**config.mk**
```make
export PLATFORM = sky130hd
export DESIGN_NAME = pause_frame_gen
export DESIGN_NICKNAME = d
export VERILOG_FILES = /design/src/rtl/pfg_pkg.sv /design/src/rtl/pfg_ctrl.sv /design/src/rtl/pfg_dp.sv /design/src/rtl/pause_frame_gen.sv
export SDC_FILE = /design/constraint.sdc
export NUM_CORES = 1
export LEC_CHECK = 0
export ABC_AREA = 0
export BUFFER_PORTS_ARGS = -buffer_cell sky130_fd_sc_hd__buf_2
export CAP_MARGIN = 10
export CORE_MARGIN = 2
export CORE_UTILIZATION = 30
export CTS_CLUSTER_DIAMETER = 120
export DETAILED_ROUTE_END_ITERATION = 7
export HOLD_SLACK_MARGIN = 0.05
export PLACE_DENSITY = 0.53
export SLEW_MARGIN = 20
export SYNTH_ARGS = -nofsm -noshare
export SYNTH_HDL_FRONTEND = slang
export SYNTH_HIERARCHICAL = 1
export SYNTH_SLANG_ARGS = --single-unit
export TNS_END_PERCENT = 10
```
**constraint.sdc**
```tcl
create_clock -name clk -period 3.9 [get_ports clk]
set_clock_uncertainty 0.05 [all_clocks]
set_input_delay 0 -clock clk [delete_from_list [all_inputs] [get_ports clk]]
set_output_delay 0 -clock clk [all_outputs]
set_load 0.1 [all_outputs]
```
**src/rtl/pfg_pkg.sv**
```systemverilog
package pfg_pkg;

  localparam int TIME_W = 16;
  localparam int THR_W  = 9;

  typedef struct packed {
    logic countEn;
    logic loadCnt;
    logic issue;
    logic issueZero;
    logic issueSw;
    logic kill;
  } pfgStrobe_t;

  typedef enum logic {ST_IDLE = 1'b0, ST_HOLD = 1'b1} pfgState_e;

  function automatic logic [THR_W-1:0] thrSlots(input logic [1:0] sel);
    case (sel)
      2'd0:    thrSlots = THR_W'(4);
      2'd1:    thrSlots = THR_W'(28);
      2'd2:    thrSlots = THR_W'(144);
      default: thrSlots = THR_W'(256);
    endcase
  endfunction

endpackage

```
**src/rtl/pfg_ctrl.sv**
```systemverilog
module pfg_ctrl
  import pfg_pkg::*;
(
  input  logic       clk,
  input  logic       rstN,
  input  logic       flowEn,
  input  logic       fullDuplex,
  input  logic       swReq,
  input  logic       bufFull,
  input  logic       slotHit,
  input  logic       frameBusy,
  output pfgStrobe_t strobe
);

  pfgState_e stateQ, stateD;
  logic autoPendQ, autoPendD;
  logic autoZeroQ, autoZeroD;
  logic swPendQ, swPendD;
  logic swBusyQ, swBusyD;

  logic linkOn;
  logic issueAuto, issueSwNow;
  logic loadNow;

  assign linkOn     = flowEn & fullDuplex;
  // a buffer-full frame outranks a software frame
  assign issueAuto  = linkOn & ~frameBusy & autoPendQ;
  assign issueSwNow = linkOn & ~frameBusy & swPendQ & ~autoPendQ;

  always_comb begin
    stateD    = stateQ;
    autoPendD = autoPendQ;
    autoZeroD = autoZeroQ;
    swPendD   = swPendQ;
    swBusyD   = swBusyQ;
    loadNow   = 1'b0;

    if (!linkOn) begin
      stateD    = ST_IDLE;
      autoPendD = 1'b0;
      autoZeroD = 1'b0;
      swPendD   = 1'b0;
      swBusyD   = 1'b0;
    end else begin
      if (issueAuto)  autoPendD = 1'b0;
      if (issueSwNow) swPendD   = 1'b0;

      case (stateQ)
        ST_IDLE: begin
          if (bufFull) begin
            stateD    = ST_HOLD;
            autoPendD = 1'b1;
            autoZeroD = 1'b0;
            loadNow   = 1'b1;
          end
        end
        ST_HOLD: begin
          if (slotHit) begin
            autoPendD = 1'b1;
            if (bufFull) begin
              autoZeroD = 1'b0;
              loadNow   = 1'b1;
            end else begin
              autoZeroD = 1'b1;
              stateD    = ST_IDLE;
            end
          end
        end
        default: stateD = ST_IDLE;
      endcase

      if (!swReq) begin
        swBusyD = 1'b0;
      end else if (!swBusyQ) begin
        swBusyD = 1'b1;
        swPendD = 1'b1;
      end
    end
  end

  always_ff @(posedge clk) begin
    if (!rstN) begin
      stateQ    <= ST_IDLE;
      autoPendQ <= 1'b0;
      autoZeroQ <= 1'b0;
      swPendQ   <= 1'b0;
      swBusyQ   <= 1'b0;
    end else begin
      stateQ    <= stateD;
      autoPendQ <= autoPendD;
      autoZeroQ <= autoZeroD;
      swPendQ   <= swPendD;
      swBusyQ   <= swBusyD;
    end
  end

  always_comb begin
    strobe.countEn   = linkOn & (stateQ == ST_HOLD);
    strobe.loadCnt   = loadNow;
    strobe.issue     = issueAuto | issueSwNow;
    strobe.issueZero = issueAuto & autoZeroQ;
    strobe.issueSw   = issueSwNow;
    strobe.kill      = ~linkOn;
  end

endmodule

```
**src/rtl/pfg_dp.sv**
```systemverilog
module pfg_dp
  import pfg_pkg::*;
#(
  parameter int TW = TIME_W,
  parameter int HW = THR_W
) (
  input  logic          clk,
  input  logic          rstN,
  input  pfgStrobe_t    strobe,
  input  logic [TW-1:0] pauseTime,
  input  logic [1:0]    thrSel,
  input  logic          slotTick,
  input  logic          txAck,
  output logic          slotHit,
  output logic          frameReq,
  output logic [TW-1:0] frameTime,
  output logic          reqClear
);

  localparam int CW = (TW > HW) ? TW : HW;

  logic [TW-1:0] remainQ;
  logic [TW-1:0] remainDec;
  logic [HW-1:0] thrNow;
  logic          frameIsSwQ;
  logic          handoff;

  assign thrNow    = thrSlots(thrSel);
  assign remainDec = (remainQ == '0) ? '0 : remainQ - TW'(1);
  assign slotHit   = strobe.countEn & slotTick &
                     (CW'(remainDec) <= CW'(thrNow));
  assign handoff   = frameReq & txAck;

  always_ff @(posedge clk) begin
    if (!rstN) begin
      remainQ <= '0;
    end else if (strobe.loadCnt) begin
      remainQ <= pauseTime;
    end else if (strobe.countEn && slotTick) begin
      remainQ <= remainDec;
    end
  end

  always_ff @(posedge clk) begin
    if (!rstN) begin
      frameReq   <= 1'b0;
      frameTime  <= '0;
      frameIsSwQ <= 1'b0;
      reqClear   <= 1'b0;
    end else begin
      reqClear <= handoff & frameIsSwQ;
      if (strobe.kill || handoff) begin
        frameReq <= 1'b0;
      end else if (strobe.issue) begin
        frameReq   <= 1'b1;
        frameTime  <= strobe.issueZero ? '0 : pauseTime;
        frameIsSwQ <= strobe.issueSw;
      end
    end
  end

endmodule

```
**src/rtl/pause_frame_gen.sv**
```systemverilog
module pause_frame_gen
  import pfg_pkg::*;
(
  input  logic              clk,
  input  logic              rstN,
  input  logic              flowEn,
  input  logic              fullDuplex,
  input  logic              swReq,
  input  logic [TIME_W-1:0] pauseTime,
  input  logic [1:0]        thrSel,
  input  logic              bufFull,
  input  logic              slotTick,
  input  logic              txAck,
  output logic              frameReq,
  output logic [TIME_W-1:0] frameTime,
  output logic              reqClear
);

  pfgStrobe_t strobe;
  logic       slotHit;

  pfg_ctrl ctrl_i (
    .clk        (clk),
    .rstN       (rstN),
    .flowEn     (flowEn),
    .fullDuplex (fullDuplex),
    .swReq      (swReq),
    .bufFull    (bufFull),
    .slotHit    (slotHit),
    .frameBusy  (frameReq),
    .strobe     (strobe)
  );

  pfg_dp #(.TW(TIME_W), .HW(THR_W)) dp_i (
    .clk       (clk),
    .rstN      (rstN),
    .strobe    (strobe),
    .pauseTime (pauseTime),
    .thrSel    (thrSel),
    .slotTick  (slotTick),
    .txAck     (txAck),
    .slotHit   (slotHit),
    .frameReq  (frameReq),
    .frameTime (frameTime),
    .reqClear  (reqClear)
  );

endmodule

```
==> reports/qor.csv, run 1 <==
stage,metric,value,unit
finish,Final #Nets,406,
placement,hpwl dp,4.73,mm
grt,first-pass GRT wire length,10.9,mm
route,number of remaining DRC errors,0,
finish,Area Overhead vs Synth,24.4,%
finish,most frequent cells in the layout,"buf_2 (43), dfxtp_1 (39), a21oi_1 (30)",
setup_path,kind of critical path,reg -> reg,
finish,Finished Layout Cells,474,
power,Pwr Density,314,nW/um^2
floorplanning,full die area,9210,sq um
synthesis,"Top FF cell, synth",dfxtp_1,
sta,setup repair after global routing missed its margin,yes,
hold_path,worst hold path depth,3,
sta,Fmax,262,MHz
grt,largest net degree at the start of global routing,34,
clocking,CTS tree,done,
setup_path,crit path launch,dp_i/remainQ[10]$_SDFFE_PN0P_,
setup_path,Worst R2R Start,dp_i/remainQ[10]$_SDFFE_PN0P_,
route,drt total wl,6.62,mm
floorplanning,Initial Utilization,30.9,%
route,DRT iter0 DRCs,181,
finish,ANT cells,0,
flow_run,# Max-Cap Violations,0,
synthesis,synthesized area per cell,8.22,sq um
clocking,htree depth,2,
floorplanning,# rows,33,
finish,fin area,3160,sq um
finish,Fill cells,835,
grt,"Remaining Overflow, GRT",0,
floorplanning,IO Pins,44,
clocking,Clock Latency Late Sink,0.28,ns
setup_path,crit path to,dp_i/remainQ[3]$_SDFFE_PN0P_,
sta,Final Hold Vio Count,0,
route,antenna-violating nets left,0,
floorplanning,die height,96.0,um
sta,Final Cycle Share,97.8,%
power,Worst IR Drop VDD,0.000155,V
synthesis,Synth Instances,309,
synthesis,synthesized cell area,2540,sq um
setup_path,"Req. time, crit path",4.08,ns
placement,Port Buffers,43,
synthesis,number of synthesized flops with an enable pin,0,
setup_path,CP arrival,3.99,ns
sta,setup slack after layout,0.0867,ns
grt,initial antenna violation count,0,
synthesis,Async SR Flop Fraction,0,%
clocking,"CTS clk-pin slew, worst paths",0.08,ns
route,Routed WL per cell,14.0,um
finish,"commonest non-fill, non-tap cell in the layout",buf_2,
clocking,clk buf depth,2,
setup_path,Reg2Reg Setup Slack,0.09,ns
placement,placed cell area,2800,sq um
route,DR pass1 iterations,4,
route,Vias,2388,
synthesis,register bit count reported by yosys,40,
placement,Final Wtd Congestion,0.847,
placement,dpl ws,0.103,ns
sta,Worst-Margin Slew,1.01,ns
clocking,Clock Tree Root,clkbuf_8,
setup_path,Critical Path Start Type,register,
route,number of vias per cell,5.04,
power,leak pwr,0.00131,uW
synthesis,synth unique cells,59,
sta,setup violators final,0,
synthesis,"Net Count, Synth",346,
setup_path,Setup crit end kind,register,
floorplanning,Die W,96.0,um
finish,layout cells sized above 1,24.1,%
finish,FF+latch area,802,sq um
synthesis,Synth warnings,6,
grt,total track usage,15.0,%
finish,footprint of the multi-input gates,1550,sq um
setup_path,cells on worst reg2reg path,17,
setup_path,crit path max fanout,9,
placement,placed cell count,442,
sta,Final min period,3.81,ns
grt,vias in the first global route,2234,
clocking,Inserted Clock Buffers,5,
sta,Final Slew Violations,0,
sta,relative slew slack,32.2,%
outcome,outcome,finished clean,
setup_path,Reg-to-Reg End,dp_i/remainQ[3]$_SDFFE_PN0P_,
floorplanning,core area,8220,sq um
clocking,clk sinks,40,
synthesis,sequential area share after synthesis,31.5,%
hold_path,Tightest Hold Check Type,in -> reg,
## how the worst min path moves through the flow
| stage | start | endpoint | slack (ns) |
|---|---|---|---|
| global route | flowEn | ctrl_i/autoZeroQ$_SDFFE_PN0P_ | 0.07 |
| detailed placement | swReq | ctrl_i/swBusyQ$_SDFF_PN0_ | 0.18 |
| global placement | swReq | ctrl_i/swBusyQ$_SDFF_PN0_ | 0.18 |
| floorplan | swReq | ctrl_i/swBusyQ$_SDFF_PN0_ | 0.06 |
| finish | flowEn | ctrl_i/autoZeroQ$_SDFFE_PN0P_ | 0.07 |
| CTS | flowEn | ctrl_i/autoZeroQ$_SDFFE_PN0P_ | 0.07 |
## state kept, by name, indices dropped and copies added, names as in the netlist
signal            cells
ctrl_i/stateQ         1
dp_i/frameReq         1
dp_i/frameIsSwQ       1
dp_i/frameTime       16
dp_i/reqClear         1
ctrl_i/autoZeroQ      1
dp_i/remainQ         16
ctrl_i/swBusyQ        1
ctrl_i/swPendQ        1
ctrl_i/autoPendQ      1
## metal layers
layer / global-route usage, % / vias up / part of all wire, %
met1: 20.8 / 1113 / 48
met2: 23.7 / 57 / 47
met5: 0 / - / 0
li1: - / 1214 / -
met4: 4.76 / 0 / 0.91
met3: 2.35 / 4 / 4.1
## power by group
group	switching [uW]	internal, uW	total, uW
registers	14.3	419	433
logic	163	139	302
clock network	135	122	256
total	312	680	992
## cell type report
cell class / count / area share [%]
Timing Repair Buffer: 75 / 16.7
Tap cell: 105 / 4.16
Clock buffer: 6 / 2.30
Timing Repair inverter: 2 / 0.317
Inverter: 14 / 1.82
Sequential cell: 40 / 25.4
Clock inverter: 1 / 0.158
Multi-Input combinational cell: 231 / 49.2
## worst max-delay path, stage by stage, from the launching register on
cell and delay, ns:
dfxtp_2 0.32, or4_4 0.55, nor4_4 0.36, and3_4 0.26, nor2_1 0.05, ha_1 0.29
nor2b_2 0.16, o21a_1 0.16, o21ai_1 0.14, nand2b_1 0.09, a221oi_2 0.24, o211a_1 0.26
nor2b_4 0.07, nor3_4 0.20, buf_12 0.15, clkinv_2 0.12, o311ai_0 0.12, o211a_1 0.19
## cells in the mapped netlist, types with 2 or more instances
master / n / area, sq um
dfxtp_1: 40 / 801
a21oi_1: 30 / 150
nor2_1: 25 / 93.8
nor2b_1: 20 / 125
o21ai_0: 20 / 100
nor3_1: 17 / 85.1
nor3b_1: 16 / 120
inv_1: 13 / 48.8
nand2_1: 13 / 48.8
clkbuf_1: 12 / 45.0
ha_1: 11 / 138
nand3_1: 8 / 40.0
buf_6: 5 / 56.3
a211oi_1: 4 / 30.0
buf_4: 4 / 30.0
mux2i_1: 4 / 40.0
o211a_1: 4 / 40.0
xnor2_1: 4 / 35.0
xor2_1: 4 / 35.0
a221oi_1: 3 / 26.3
a221oi_2: 3 / 45.0
a31oi_1: 3 / 18.8
nand2b_1: 3 / 18.8
nor4_1: 3 / 18.8
and3_1: 2 / 12.5
nor4b_1: 2 / 17.5
o21ai_1: 2 / 10.0
or2_2: 2 / 12.5
or3_1: 2 / 12.5
## through the flow
stage               util, %  setup TNS, ns  hold WS, ns  total power [uW]
finish                 38.4              0       0.0746               992
global route           38.4          -1.17       0.0724              1050
CTS                    37.3              0       0.0702               980
detailed placement     34.0              0        0.183               706
global placement       34.0              0        0.181               704
floorplan                 -              0       0.0622               648
## cells by family (layout without fill, tap and decap cells)
| kind of cell | after synthesis | after routing | synth area share (%) |
|---|---|---|---|
| fa+ha+maj | 11 | 11 | 5.42 |
| buf+inv | 38 | 98 | 8.58 |
| flops | 40 | 40 | 31.5 |
| mux | 4 | 4 | 1.58 |
| simple gates | 130 | 130 | 30.6 |
| xor+xnor | 8 | 8 | 2.76 |
| compound gates | 78 | 78 | 19.6 |
## timing repair
action | in CTS | in global routing
hold endpoints to repair | 23 | 0
hold buffers | 19 | 0
setup buffers | 0 | 4
gates resized for setup | 0 | 16
setup endpoints to repair | 0 | 16
No activity file was read; power rests on OpenSTA's default activity.
==> run 2, diff against run 1 <==
- SYNTH_HIERARCHICAL: 1 -> default
==> reports/qor.csv, run 2 <==
stage,metric,value,unit,change
outcome,outcome,finished clean,,unchanged
route,Routed WL per cell,13.6,um,was 14.0 um
power,Worst IR Drop VDD,0.000213,V,was 0.000155 V
power,leak pwr,0.00132,uW,was 0.00131 uW
power,internal power,741,uW,was 680 uW
synthesis,sequential area share after synthesis,31.8,%,was 31.5%
floorplanning,Initial Utilization,30.8,%,was 30.9%
setup_path,Critical-path top delay cell,or3b_2,,was or4_4
finish,footprint of the multi-input gates,1570,sq um,was 1550 sq um
setup_path,delay of the slowest critical-path stage,0.50,ns,was 0.55 ns
synthesis,register bit count reported by yosys,40,,unchanged
synthesis,Synth warnings,0,,was 6
synthesis,synthesized area per cell,8.04,sq um,was 8.22 sq um
power,total power,1090,uW,was 992 uW
grt,vias in the first global route,2264,,was 2234
power,Net Sw Frac,31.8,%,was 31.4%
route,antenna-violating nets left,0,,unchanged
clocking,Clock Latency Late Sink,0.29,ns,was 0.28 ns
synthesis,synthesized cell area,2520,sq um,was 2540 sq um
grt,initial antenna violation count,0,,unchanged
finish,layout cells sized above 1,20.6,%,was 24.1%
clocking,Clock Tree Root,clkbuf_8,,unchanged
hold_path,Tightest Hold Check Type,in -> reg,,unchanged
sta,Worst-Margin Slew,0.805,ns,was 1.01 ns
synthesis,top-count cell post-synth,nand2_1,,was dfxtp_1
finish,most frequent cells in the layout,"nand2_1 (43), buf_2 (43), dfxtp_1 (40)",,"was buf_2 (43), dfxtp_1 (39), a21oi_1 (30)"
setup_path,Critical Path Start Type,register,,unchanged
grt,largest net degree at the start of global routing,52,,was 34
setup_path,"Req. time, crit path",4.07,ns,was 4.08 ns
synthesis,number of synthesized flops with an enable pin,0,,unchanged
sta,Final Hold Vio Count,0,,unchanged
finish,Fill cells,871,,was 835
route,Vias,2462,,was 2388
setup_path,WP buf/inv,3,,was 2
synthesis,"top cells by area, synth","dfxtp_1 (32%), mux2i_1 (7.2%), nand2_1 (6.4%), ha_1 (5.0%), a22oi_1 (4.8%)",,"was dfxtp_1 (32%), a21oi_1 (5.9%), ha_1 (5.4%), nor2b_1 (4.9%), nor3b_1 (4.7%)"
route,drt total wl,6.56,mm,was 6.62 mm
clocking,CTS tree,done,,unchanged
setup_path,CP arrival,3.79,ns,was 3.99 ns
power,Sw Pwr,346,uW,was 312 uW
synthesis,top cell type's share of synthesized area,31.8,%,was 31.5%
setup_path,crit path max fanout,16,,was 9
route,number of vias per cell,5.10,,was 5.04
finish,biggest regs,"dp_i.frameTime: 16 flops, dp_i.remainQ: 16 flops",,"was dp_i/frameTime: 16 flops, dp_i/remainQ: 16 flops"
sta,Setup TNS,0,ns,unchanged
finish,ANT cells,0,,unchanged
synthesis,Async SR Flop Fraction,0,%,unchanged
finish,Area Overhead vs Synth,26.8,%,was 24.4%
sta,relative slew slack,46.3,%,was 32.2%
grt,total track usage,14.7,%,was 15.0%
finish,FF+latch area,801,sq um,was 802 sq um
finish,Final #Nets,413,,was 406
placement,placed cell count,456,,was 442
flow_run,# Max-Cap Violations,0,,unchanged
placement,Port Buffers,43,,unchanged
grt,"Remaining Overflow, GRT",0,,unchanged
sta,setup repair after global routing missed its margin,no,,was yes
clocking,Inserted Clock Buffers,5,,unchanged
floorplanning,die height,95.6,um,was 96.0 um
power,Comb pwr share,28.7,%,was 30.5%
setup_path,kind of critical path,reg -> reg,,unchanged
synthesis,synth unique cells,55,,was 59
route,DR pass1 iterations,4,,unchanged
synthesis,most area-hungry cell type in the Yosys netlist,dfxtp_1,,unchanged
floorplanning,full die area,9140,sq um,was 9210 sq um
grt,first-pass GRT wire length,10.6,mm,was 10.9 mm
placement,hpwl dp,4.71,mm,was 4.73 mm
sta,Final Slew Violations,0,,unchanged
synthesis,"Net Count, Synth",349,,was 346
sta,Fmax,276,MHz,was 262 MHz
sta,Final Cycle Share,92.8,%,was 97.8%
floorplanning,# rows,33,,unchanged
finish,Finished Layout Cells,483,,was 474
clocking,"CTS clk-pin slew, worst paths",0.08,ns,about the same
route,DRT iter0 DRCs,146,,was 181
power,Flop pwr share,39.7,%,was 43.7%
sta,setup violators final,0,,unchanged
setup_path,cell chain of the critical path,inv_1 -> ha_1 -> or3b_2 -> nor4b_4 -> buf_4 -> a21oi_1 -> ha_1 -> a211oi_1 -> a21oi_1 -> o21ai_1 -> a22oi_2 -> a221oi_4 -> o2111a_1 -> buf_12 -> mux2i_1,,was or4_4 -> nor4_4 -> and3_4 -> nor2_1 -> ha_1 -> nor2b_2 -> o21a_1 -> o21ai_1 -> nand2b_1 -> a221oi_2 -> o211a_1 -> nor2b_4 -> nor3_4 -> buf_12 -> clkinv_2 -> o311ai_0 -> o211a_1
floorplanning,IO Pins,44,,unchanged
clocking,clk sinks,40,,unchanged
clocking,clk buf depth,2,,unchanged
synthesis,Synth Instances,313,,was 309
route,number of remaining DRC errors,0,,unchanged
setup_path,Setup crit end kind,register,,unchanged
sta,Final min period,3.62,ns,was 3.81 ns
setup_path,"Largest delay share family, worst path",compound AO/OA/AOI/OAI gates,,was simple AND/OR/NAND/NOR gates
synthesis,most frequent cells after synthesis,"nand2_1 (43), dfxtp_1 (40), nor2_1 (23)",,"was dfxtp_1 (40), a21oi_1 (30), nor2_1 (25)"
synthesis,"Top FF cell, synth",dfxtp_1,,unchanged
sta,worst hold slack,0.0771,ns,was 0.0746 ns
power,Pwr Density,340,nW/um^2,was 314 nW/um^2
power,Clk pwr share,31.6,%,was 25.8%
clocking,htree depth,2,,unchanged
placement,Final Wtd Congestion,0.859,,was 0.847
floorplanning,Die W,95.6,um,was 96.0 um
floorplanning,core area,8180,sq um,was 8220 sq um
[run 2: cell count changes after synthesis, moves of 8 or more]
cell     previous run  this run
a21oi_1            30        12
nor3_1             17         9
nand2_1            13        43
nor3b_1            16         2
a22oi_1             0        16
mux2i_1             4        18
[run 2: power by group through the flow]
stage | Sequential [uW] | Combinational (uW) | Clock [uW]
2_1_floorplan | 453 | 193 | 0
4_1_cts | 431 | 306 | 355
5_1_grt | 433 | 347 | 374
3_5_place_dp | 440 | 290 | 0
6_report | 431 | 312 | 343
3_3_place_gp | 440 | 286 | 0
[run 2: cell type report]
| type | count | share of cell area, % |
|---|---|---|
| clock buffers | 5 | 2.16 |
| clock inverters | 3 | 1.33 |
| inverters | 14 | 1.65 |
| multi-input cells | 240 | 49.3 |
| flip-flops and latches | 40 | 25.1 |
| well taps | 105 | 4.12 |
| repair buffers | 76 | 16.4 |
[run 2: cell families (layout without fill, tap and decap cells)]
kind of cell	Yosys count	after routing	share of synthesized area (%)
and+or+nand+nor	136	136	28.7
AOI/OAI and AO/OA	71	71	19.2
DFF	40	40	31.8
buffers and inverters	33	98	6.31
muxes	19	19	7.60
adders and majority gates	10	10	4.97
xor gates and xnor gates	4	4	1.39
[run 2: timing repair]
item                                   CTS  global route
endpoints found under the hold margin   39             0
buffers inserted                         0             0
hold buffers                            19             0
setup endpoints to repair                0            16
resized for setup                        0             4
[run 2: worst min-delay path, cell delays in order]
cell	delay (ns)
buf_2	0.13
nand3_1	0.20
nor2_1	0.06
[run 2: path summary, 6_finish.rpt]
| kind | startpoint | endpoint | slack (ns) | depth (start not counted) |
|---|---|---|---|---|
| min reg2reg | dp_i.frameIsSwQ$_SDFFE_PN0P_ | dp_i.frameIsSwQ$_SDFFE_PN0P_ | 0.44 | 2 |
| max reg2reg | dp_i.remainQ[1]$_SDFFE_PN0P_ | dp_i.remainQ[0]$_SDFFE_PN0P_ | 0.28 | 15 |
| max | dp_i.remainQ[1]$_SDFFE_PN0P_ | dp_i.remainQ[0]$_SDFFE_PN0P_ | 0.28 | 15 |
| min | fullDuplex | ctrl_i.swBusyQ$_SDFF_PN0_ | 0.08 | 3 |
[run 2: through the flow]
stage / setup slack [ns] / instance area, sq um / util, %
after global routing: 0.0363 / 3190 / 39.0
after CTS: 0.167 / 3180 / 38.9
after detailed placement: 0.176 / 2880 / 35.2
after floorplan: 0.00699 / 2520 / -
final: 0.279 / 3190 / 39.0
after global placement: 0.300 / 2880 / 35.2
[run 2: metal layers]
layer / part of all wire (%) / global-route usage [%] / vias up / routed length (um)
met5: 0 / 0 / - / 0
met4: 1.1 / 3.69 / 0 / 75
met3: 5.4 / 2.85 / 6 / 353
met2: 46 / 24.1 / 64 / 3010
met1: 47 / 19.7 / 1142 / 3110
li1: - / - / 1250 / -
==> run 3, diff against run 2 <==
- RECOVER_POWER: default -> 25
==> reports/qor.csv, run 3 (same netlist as run 2, synthesis figures left out) <==
stage,metric,value,unit,change
outcome,outcome,"complete, but fails checks",,was finished clean
outcome,failing checks,"max-capacitance violations, max-slew violations",,
setup_path,crit path max fanout,16,,unchanged
grt,vias in the first global route,2264,,unchanged
hold_path,Worst Hold End,ctrl_i.swBusyQ$_SDFF_PN0_,,unchanged
clocking,Clock Tree Root,clkbuf_8,,unchanged
clocking,clk sinks,40,,unchanged
finish,biggest regs,"dp_i.frameTime: 16 flops, dp_i.remainQ: 16 flops",,unchanged
setup_path,Critical Path Start Type,register,,unchanged
placement,Final Wtd Congestion,0.859,,unchanged
sta,setup slack after layout,0.272,ns,was 0.279 ns
power,total power,1090,uW,about the same
route,Routed WL per cell,13.5,um,was 13.6 um
sta,worst hold slack,0.0769,ns,was 0.0771 ns
grt,largest net degree at the start of global routing,52,,unchanged
clocking,htree depth,2,,unchanged
floorplanning,full die area,9140,sq um,unchanged
finish,most frequent cells in the layout,"nand2_1 (43), dfxtp_1 (40), buf_2 (32)",,"was nand2_1 (43), buf_2 (43), dfxtp_1 (40)"
finish,Area Overhead vs Synth,26.2,%,was 26.8%
sta,Worst-Margin Slew,1.92,ns,was 0.805 ns
finish,ANT cells,0,,unchanged
sta,setup repair after global routing missed its margin,no,,unchanged
sta,Final Slew Violations,52,,was 0
placement,dpl ws,0.176,ns,unchanged
finish,Final #Nets,413,,unchanged
placement,hpwl dp,4.71,mm,unchanged
hold_path,hold_sp,fullDuplex,,unchanged
power,Clk pwr share,31.6,%,about the same
floorplanning,die height,95.6,um,unchanged
setup_path,Worst R2R Start,dp_i.remainQ[1]$_SDFFE_PN0P_,,unchanged
power,Sw Pwr,345,uW,was 346 uW
setup_path,cells on worst reg2reg path,15,,unchanged
finish,layout cells sized above 1,17.7,%,was 20.6%
power,leak pwr,0.00127,uW,was 0.00132 uW
grt,initial antenna violation count,0,,unchanged
grt,first-pass GRT wire length,10.6,mm,unchanged
clocking,clk buf depth,2,,unchanged
floorplanning,Initial Utilization,30.8,%,unchanged
power,Pwr Density,342,nW/um^2,was 340 nW/um^2
floorplanning,Die W,95.6,um,unchanged
setup_path,CP arrival,3.80,ns,was 3.79 ns
flow_run,# Max-Cap Violations,1,,was 0
clocking,Inserted Clock Buffers,5,,unchanged
grt,total track usage,14.7,%,unchanged
power,Flop pwr share,39.7,%,about the same
grt,"Remaining Overflow, GRT",0,,unchanged
clocking,"CTS clk-pin slew, worst paths",0.08,ns,about the same
power,Net Sw Frac,31.8,%,about the same
floorplanning,core area,8180,sq um,unchanged
sta,Final min period,3.63,ns,was 3.62 ns
setup_path,Setup crit end kind,register,,unchanged
route,drt total wl,6.53,mm,was 6.56 mm
finish,"commonest non-fill, non-tap cell in the layout",nand2_1,,
floorplanning,IO Pins,44,,unchanged
setup_path,kind of critical path,reg -> reg,,unchanged
sta,Setup TNS,0,ns,unchanged
clocking,CTS tree,done,,unchanged
sta,Final Hold Vio Count,0,,unchanged
sta,setup violators final,0,,unchanged
placement,Port Buffers,43,,unchanged
setup_path,"Req. time, crit path",4.07,ns,about the same
sta,Fmax,276,MHz,about the same
route,number of vias per cell,5.04,,was 5.10
clocking,post-CTS setup buffers,0,,unchanged
sta,Final Cycle Share,93.0,%,was 92.8%
route,DR pass1 iterations,4,,unchanged
floorplanning,# rows,33,,unchanged
power,Comb pwr share,28.7,%,about the same
hold_path,Tightest Hold Check Type,in -> reg,,unchanged
route,DRT iter0 DRCs,147,,was 146
route,number of remaining DRC errors,0,,unchanged
clocking,Clock Latency Late Sink,0.30,ns,was 0.29 ns
route,Vias,2435,,was 2462
setup_path,Reg-to-Reg End,dp_i.remainQ[0]$_SDFFE_PN0P_,,unchanged
hold_path,worst hold path depth,3,,unchanged
setup_path,Reg2Reg Setup Slack,0.27,ns,was 0.28 ns
power,internal power,741,uW,about the same
sta,relative slew slack,-27.7,%,was 46.3%
power,Worst IR Drop VDD,0.000212,V,was 0.000213 V
finish,Fill cells,876,,was 871
route,antenna-violating nets left,0,,unchanged
run 3: cell type report:
| cell class | count | area [sq um] | area share, % |
|---|---|---|---|
| Clock buffer | 5 | 68.8 | 2.17 |
| Clock inverter | 3 | 42.5 | 1.34 |
| Inverter | 14 | 52.6 | 1.65 |
| Multi-Input combinational cell | 240 | 1570 | 49.5 |
| Sequential cell | 40 | 801 | 25.2 |
| Tap cell | 105 | 131 | 4.13 |
| Timing Repair Buffer | 76 | 509 | 16.0 |
run 3: layer usage:
layer	part of all wire, %	wire length (um)	vias to the layer above	track usage, %
li1	-	-	1248	-
met1	48	3140	1118	19.7
met2	46	3000	63	24.1
met3	4.8	312	6	2.85
met4	1.2	78	0	3.69
met5	0	0	-	0
run 3: critical path, cell delays in order, from the launching register on:
cell	delay [ns]
dfxtp_1	0.37
inv_1	0.08
ha_1	0.17
or3b_2	0.50
nor4b_4	0.33
buf_4	0.20
a21oi_1	0.05
ha_1	0.18
a211oi_1	0.25
a21oi_1	0.12
o21ai_1	0.18
a22oi_2	0.09
a221oi_4	0.35
o2111a_1	0.26
buf_12	0.18
mux2i_1	0.20
run 3: repair_timing:
item / CTS / global route
endpoints found under the hold margin: 39 / 0
gates resized for setup: 0 / 4
hold buffers: 19 / 0
setup endpoints to repair: 0 / 16
run 3: how the worst max path moves through the flow:
stage,start,endpoint,slack (ns)
3_3_place_gp,dp_i.remainQ[7]$_SDFFE_PN0P_,dp_i.remainQ[15]$_SDFFE_PN0P_,0.30
5_1_grt,dp_i.remainQ[1]$_SDFFE_PN0P_,dp_i.remainQ[4]$_SDFFE_PN0P_,0.03
3_5_place_dp,dp_i.remainQ[7]$_SDFFE_PN0P_,dp_i.remainQ[2]$_SDFFE_PN0P_,0.18
6_report,dp_i.remainQ[1]$_SDFFE_PN0P_,dp_i.remainQ[0]$_SDFFE_PN0P_,0.27
2_1_floorplan,dp_i.remainQ[0]$_SDFFE_PN0P_,dp_i.remainQ[15]$_SDFFE_PN0P_,0.007
4_1_cts,dp_i.remainQ[7]$_SDFFE_PN0P_,dp_i.remainQ[2]$_SDFFE_PN0P_,0.17
run 3: power by group through the flow:
stage | sequential, uW | clock, uW | combinational, uW
2_1_floorplan | 453 | 0 | 193
3_3_place_gp | 440 | 0 | 286
3_5_place_dp | 440 | 0 | 290
4_1_cts | 431 | 355 | 306
5_1_grt | 433 | 374 | 347
6_report | 431 | 343 | 312
run 3: stage by stage:
step / std cells / cell area [sq um] / utilization (%)
CTS: 483 / 3180 / 38.9
finish: 483 / 3180 / 38.9
global route: 483 / 3180 / 38.9
floorplan: 313 / 2520 / -
global placement: 456 / 2880 / 35.2
detailed placement: 456 / 2880 / 35.2
